<file path="config.mk">
export PLATFORM = sky130hd
export DESIGN_NAME = hpev_block
export DESIGN_NICKNAME = d
export VERILOG_FILES = /design/src/rtl/hpev_pkg.sv /design/src/rtl/hpev_regs.sv /design/src/rtl/hpev_slot_maps.sv /design/src/rtl/hpev_eject_dec.sv /design/src/rtl/hpev_block.sv
export SDC_FILE = /design/constraint.sdc
export NUM_CORES = 1
export LEC_CHECK = 0
export BUFFER_PORTS_ARGS = -buffer_cell sky130_fd_sc_hd__buf_2
export CELL_PAD_IN_SITES_DETAIL_PLACEMENT = 0
export CELL_PAD_IN_SITES_GLOBAL_PLACEMENT = 1
export CORE_ASPECT_RATIO = 0.8
export CORE_MARGIN = 3
export CORE_UTILIZATION = 36
export CTS_CLUSTER_SIZE = 28
export DETAILED_ROUTE_END_ITERATION = 10
export PLACE_DENSITY = 0.8
export SYNTH_ARGS = -nofsm -noshare
export SYNTH_HDL_FRONTEND = slang
export SYNTH_SLANG_ARGS = --single-unit
</file>
<file path="constraint.sdc">
create_clock -name clk -period 4.15 [get_ports clk]
set_clock_uncertainty 0.15 [all_clocks]
set_input_delay 1.0375 -clock clk [delete_from_list [all_inputs] [get_ports clk]]
set_output_delay 1.0375 -clock clk [all_outputs]
set_load 0.01 [all_outputs]
</file>
<file path="src/rtl/hpev_pkg.sv">
package hpev_pkg;
  localparam int unsigned BYTE_W  = 8;
  localparam int unsigned REG_W   = 16;
  localparam int unsigned LANES   = REG_W / BYTE_W;
  localparam int unsigned WIN_LEN = 2 * LANES;

  // Clear the bits of a lane where the written data holds ones.
  function automatic logic [BYTE_W-1:0] lane_w1c(input logic [BYTE_W-1:0] cur,
                                                 input logic [BYTE_W-1:0] wd);
    return cur & ~wd;
  endfunction

  // Select one byte lane of a register.
  function automatic logic [BYTE_W-1:0] lane_pick(input logic [REG_W-1:0] r,
                                                  input logic hi);
    return hi ? r[REG_W-1:BYTE_W] : r[BYTE_W-1:0];
  endfunction
endpackage

</file>
<file path="src/rtl/hpev_regs.sv">
module hpev_regs
  import hpev_pkg::*;
#(
  parameter int ADDR_W = 3,
  parameter int HP_BIT = 1
) (
  input  logic              clk,
  input  logic              rst_n,
  input  logic              acc_en,
  input  logic              acc_wr,
  input  logic [ADDR_W-1:0] acc_addr,
  input  logic [BYTE_W-1:0] acc_wdata,
  input  logic              hp_set,
  output logic [REG_W-1:0]  sts_q,
  output logic [REG_W-1:0]  en_q,
  output logic [BYTE_W-1:0] rd_data
);
  logic             in_win;
  logic             sel_en;
  logic             wr_ok;
  logic [LANES-1:0] lane_hit;
  logic [REG_W-1:0] sts_after;
  logic [REG_W-1:0] sts_d;
  logic [REG_W-1:0] en_d;

  assign in_win = (acc_addr >> 2) == '0;
  assign sel_en = acc_addr[1];
  assign wr_ok  = acc_en && acc_wr && in_win;

  for (genvar l = 0; l < LANES; l++) begin : g_lane
    assign lane_hit[l] = wr_ok && (acc_addr[0] == 1'(l));
    assign sts_after[l*BYTE_W +: BYTE_W] = (lane_hit[l] && !sel_en)
        ? lane_w1c(sts_q[l*BYTE_W +: BYTE_W], acc_wdata)
        : sts_q[l*BYTE_W +: BYTE_W];
    assign en_d[l*BYTE_W +: BYTE_W] = (lane_hit[l] && sel_en)
        ? acc_wdata
        : en_q[l*BYTE_W +: BYTE_W];
  end

  // a hardware set beats a host clear landing in the same cycle
  assign sts_d = sts_after | (REG_W'(hp_set) << HP_BIT);

  always_ff @(posedge clk) begin
    if (!rst_n) begin
      sts_q <= '0;
      en_q  <= '0;
    end else begin
      sts_q <= sts_d;
      en_q  <= en_d;
    end
  end

  always_comb begin
    rd_data = '0;
    if (acc_en && !acc_wr && in_win)
      rd_data = lane_pick(sel_en ? en_q : sts_q, acc_addr[0]);
  end
endmodule

</file>
<file path="src/rtl/hpev_slot_maps.sv">
module hpev_slot_maps #(
  parameter int SLOTS  = 32,
  parameter int SLOT_W = 5
) (
  input  logic              clk,
  input  logic              rst_n,
  input  logic              ins_v,
  input  logic [SLOT_W-1:0] ins_slot,
  input  logic              rem_v,
  input  logic [SLOT_W-1:0] rem_slot,
  output logic [SLOTS-1:0]  up_q,
  output logic [SLOTS-1:0]  down_q,
  output logic              hp_set
);
  function automatic logic [SLOTS-1:0] slot_bit(input logic v, input logic [SLOT_W-1:0] s);
    return v ? (SLOTS'(1) << s) : '0;
  endfunction

  assign hp_set = ins_v || rem_v;

  always_ff @(posedge clk) begin
    if (!rst_n) begin
      up_q   <= '0;
      down_q <= '0;
    end else begin
      up_q   <= up_q   | slot_bit(ins_v, ins_slot);
      down_q <= down_q | slot_bit(rem_v, rem_slot);
    end
  end
endmodule

</file>
<file path="src/rtl/hpev_eject_dec.sv">
module hpev_eject_dec #(
  parameter int SLOTS  = 32,
  parameter int SLOT_W = 5
) (
  input  logic              clk,
  input  logic              rst_n,
  input  logic              ej_we,
  input  logic [SLOTS-1:0]  ej_wdata,
  input  logic [SLOTS-1:0]  slot_fixed,
  output logic              ej_pulse,
  output logic [SLOT_W-1:0] ej_slot
);
  // Index of the lowest set bit; the downward scan leaves the lowest one last.
  function automatic logic [SLOT_W-1:0] low_idx(input logic [SLOTS-1:0] v);
    logic [SLOT_W-1:0] r;
    r = '0;
    for (int i = SLOTS - 1; i >= 0; i--)
      if (v[i]) r = SLOT_W'(i);
    return r;
  endfunction

  logic [SLOT_W-1:0] tgt;
  logic              any_bit;
  logic              fire;

  assign tgt     = low_idx(ej_wdata);
  assign any_bit = |ej_wdata;
  assign fire    = ej_we && any_bit && !slot_fixed[tgt];

  always_ff @(posedge clk) begin
    if (!rst_n) begin
      ej_pulse <= 1'b0;
      ej_slot  <= '0;
    end else begin
      ej_pulse <= fire;
      if (fire) ej_slot <= tgt;
    end
  end
endmodule

</file>
<file path="src/rtl/hpev_block.sv">
module hpev_block
  import hpev_pkg::*;
#(
  parameter int SLOTS  = 32,
  parameter int ADDR_W = 3,
  parameter int HP_BIT = 1,
  localparam int SLOT_W = $clog2(SLOTS)
) (
  input  logic              clk,
  input  logic              rst_n,
  input  logic              acc_en,
  input  logic              acc_wr,
  input  logic [ADDR_W-1:0] acc_addr,
  input  logic [7:0]        acc_wdata,
  output logic [7:0]        acc_rdata,
  input  logic              ins_v,
  input  logic [SLOT_W-1:0] ins_slot,
  input  logic              rem_v,
  input  logic [SLOT_W-1:0] rem_slot,
  input  logic              ej_we,
  input  logic [SLOTS-1:0]  ej_wdata,
  input  logic [SLOTS-1:0]  slot_fixed,
  output logic [SLOTS-1:0]  up_map,
  output logic [SLOTS-1:0]  down_map,
  output logic              evt_o,
  output logic              ej_pulse,
  output logic [SLOT_W-1:0] ej_slot
);
  // named internal events for the checker
  logic             hp_set;
  logic [REG_W-1:0] sts_q;
  logic [REG_W-1:0] en_q;

  hpev_slot_maps #(.SLOTS(SLOTS), .SLOT_W(SLOT_W)) u_maps (
    .clk      (clk),
    .rst_n    (rst_n),
    .ins_v    (ins_v),
    .ins_slot (ins_slot),
    .rem_v    (rem_v),
    .rem_slot (rem_slot),
    .up_q     (up_map),
    .down_q   (down_map),
    .hp_set   (hp_set)
  );

  hpev_regs #(.ADDR_W(ADDR_W), .HP_BIT(HP_BIT)) u_regs (
    .clk       (clk),
    .rst_n     (rst_n),
    .acc_en    (acc_en),
    .acc_wr    (acc_wr),
    .acc_addr  (acc_addr),
    .acc_wdata (acc_wdata),
    .hp_set    (hp_set),
    .sts_q     (sts_q),
    .en_q      (en_q),
    .rd_data   (acc_rdata)
  );

  hpev_eject_dec #(.SLOTS(SLOTS), .SLOT_W(SLOT_W)) u_eject (
    .clk        (clk),
    .rst_n      (rst_n),
    .ej_we      (ej_we),
    .ej_wdata   (ej_wdata),
    .slot_fixed (slot_fixed),
    .ej_pulse   (ej_pulse),
    .ej_slot    (ej_slot)
  );

  assign evt_o = sts_q[HP_BIT] && en_q[HP_BIT];
endmodule

</file>
==> metrics.txt <==
status=completed; htree depth=3; Die X=about 130 um; fin nets=755; Global Route Usage Sum=0.180; HP Start=u_regs.sts_q[14]; Seq/Total Area, Yosys=0.435; Buf+Inv Stages, Crit Path=1; Design Area, Final=0.00596 mm2; Slew HR=0.424; Layout Area Growth over Synthesis=27.1%; Tmin final=approximately 3.5 ns; Power Density=335 mW/mm2; top cells by area, synth=dfxtp_1 44%, mux2i_1 9.6%, o21a_1 7.0%; Crit Path Max Fanout=13; DIE HEIGHT=108 um; r2r worst-path depth=2; Max Root-Sink Buffers=2; crit-path cells=buf_2 -> or4_1 -> o311ai_1 -> nand3_2 -> o21ai_4 -> mux2i_1 -> mux2i_1 -> a22oi_2 -> nand3_2 -> a21oi_4 -> mux2i_1; Pins Over Slew Limit=0; reg2reg end=u_regs.sts_q[1]; critical path's top delay family=compound AO/OA/AOI/OAI gates; Root Driver=clkbuf_16; initial antenna violation count=0; Critical R2R Launch=u_regs.sts_q[1]; hold buffers post-CTS=0; Skew-Pair Late Insertion Delay=0.34 ns; # setup viols final=0; final WL=12900 um; slowest CP cell=or4_1; setup tns final=0 ns; worst hold path endpoint=u_regs.sts_q[14]; WP depth=11; worst-margin pin slew=0.864 ns; Area after DPL=0.00568 mm2; GP Congestion=0.820; Hold Path Stages=2; Final HPWL DP=9730 um; dominant synthesized flop cell=dfxtp_1; routed len/inst=15.4 um; # DRC=0; number of inserted diodes=0; most frequent cells in the layout=170 x buf_2, 102 x dfxtp_1, 50 x nor2b_1; share of cells above drive strength 1=0.320; syn_area_per_cell=9.36 um2; Post-synth EDFFs=0; Top cell by count, worst path=mux2i_1; Rows=36; Yosys warnings=0; Initial Util=0.377; CP Launch Point=ej_wdata[13]; DR iter-0 viols=217; die area=0.0144 mm2; Core ar.=0.0124 mm2; Lkg Pwr=0.00258 uW; fmax=0.284 GHz; Pre-Repair DR Iteration Count=4; Via density=5.10; vias in the first global route=4167; commonest non-fill, non-tap cell in the layout=buf_2; post-synth top area share=0.435; CTS resizes=0; CP Capture Type=flop; Congestion Overflow GR=0; RSZ-0062 raised after global routing=no; syn_nets=593; worst min-delay path category=reg2reg; MaxCap Viol Count=0; max incr delay on CP=roughly 0.51 ns; CTS clk-pin slew, worst paths=~0.070 ns; Setup crit start kind=input port; Fin. Hold Viols=0; port buffer count=170; asr flop ratio synth=0; Reg2Reg Setup Slack=between 3 and 4 ns; post-CTS setup buffer count=0; leading area contributor after synthesis=dfxtp_1; synthesized instance count=501; worst setup path category=in2reg; Clock Sinks=102; Yosys cell types=51; largest net degree at the start of global routing=between 50 and 60; post-route ant nets=0; via count=4280; Num CTS Buffers=9; I/O Pins=around 170; fillers=1209; synthesized flop and latch total=102; crit path DAT=3.64 ns; CP required=4.27 ns; worst vdd ir=0.195 mV; CTS tree=yes; Cell Area, Synth=0.00469 mm2; global-route wire length before repair=21100 um; fin crit share=0.848
worst max path at each step:
stage | end | slack, ns
after floorplan | u_eject.ej_slot[3] | 0.72
after global placement | u_eject.ej_slot[1] | 0.39
after detailed placement | u_eject.ej_slot[0] | 0.31
after CTS | u_eject.ej_slot[3] | 0.65
after global routing | u_eject.ej_slot[2] | 0.46
final | u_eject.ej_slot[3] | 0.63
synth_stat cells, drive strengths merged (4+ instances only):
cell,n
clkbuf,19
nor3,21
nor3b,5
o21ai,9
nand3,6
nor2b,50
nand2b,7
dfxtp,102
o21a,44
inv,8
a21oi,35
mux2i,45
nand2,36
a31oi,8
nor2,47
nand4,4
buf,4
mux4,8
nor4,13
metrics by stage:
step / power [uW] / setup slack (ns) / utilization / cells / hold slack [ns]
5_1_grt: 2090 / 0.462 / 0.479 / 839 / 0.301
3_3_place_gp: 1240 / 0.386 / 0.457 / 823 / 0.266
6_report: 2000 / 0.632 / 0.479 / 839 / 0.281
2_1_floorplan: 1150 / 0.723 / - / 501 / 0.259
3_5_place_dp: 1240 / 0.306 / 0.457 / 823 / 0.272
4_1_cts: 2030 / 0.650 / 0.479 / 839 / 0.283
per-layer routing:
layer  track usage  wire length, um
met5             0                0
met4        0.0565              203
met3        0.0498              799
met2         0.288             5970
met1         0.239             5940
state kept, by name, summed over array words and instances, names as in the netlist:
| name | count |
|---|---|
| u_maps.down_q | 32 |
| u_maps.up_q | 32 |
| u_regs.en_q | 16 |
| u_regs.sts_q | 16 |
| u_eject.ej_slot | 5 |
| u_eject.ej_pulse | 1 |
cell families (layout without fill, tap and decap cells):
family | after synthesis | in the layout | synth area share
simple gates | 202 | 202 | 0.227
mux | 53 | 53 | 0.134
flops | 102 | 102 | 0.435
compound gates | 112 | 112 | 0.172
buf+inv | 32 | 199 | 0.0320
tightest hold or removal path: stages, from the launching register on:
cell and delay (ns):
dfxtp_1 0.31, nand2_1 0.05, a21oi_1 0.03
power breakdown:
part           switching [uW]  total (uW)  internal, uW
logic                     128         224          95.4
clock network             369         776           407
registers                6.04         997           991
total                     504        2000          1490
cell type report:
type                    instances  area, um2  share of cell area
multi-input cells             367       2500               0.419
flip-flops and latches        102       2040               0.343
repair buffers                175        901               0.151
clock buffers                   9        225              0.0378
well taps                     171        214              0.0359
clock inverters                 7       50.0             0.00840
inverters                       8       30.0             0.00504
(Power assumes the default switching activity.)
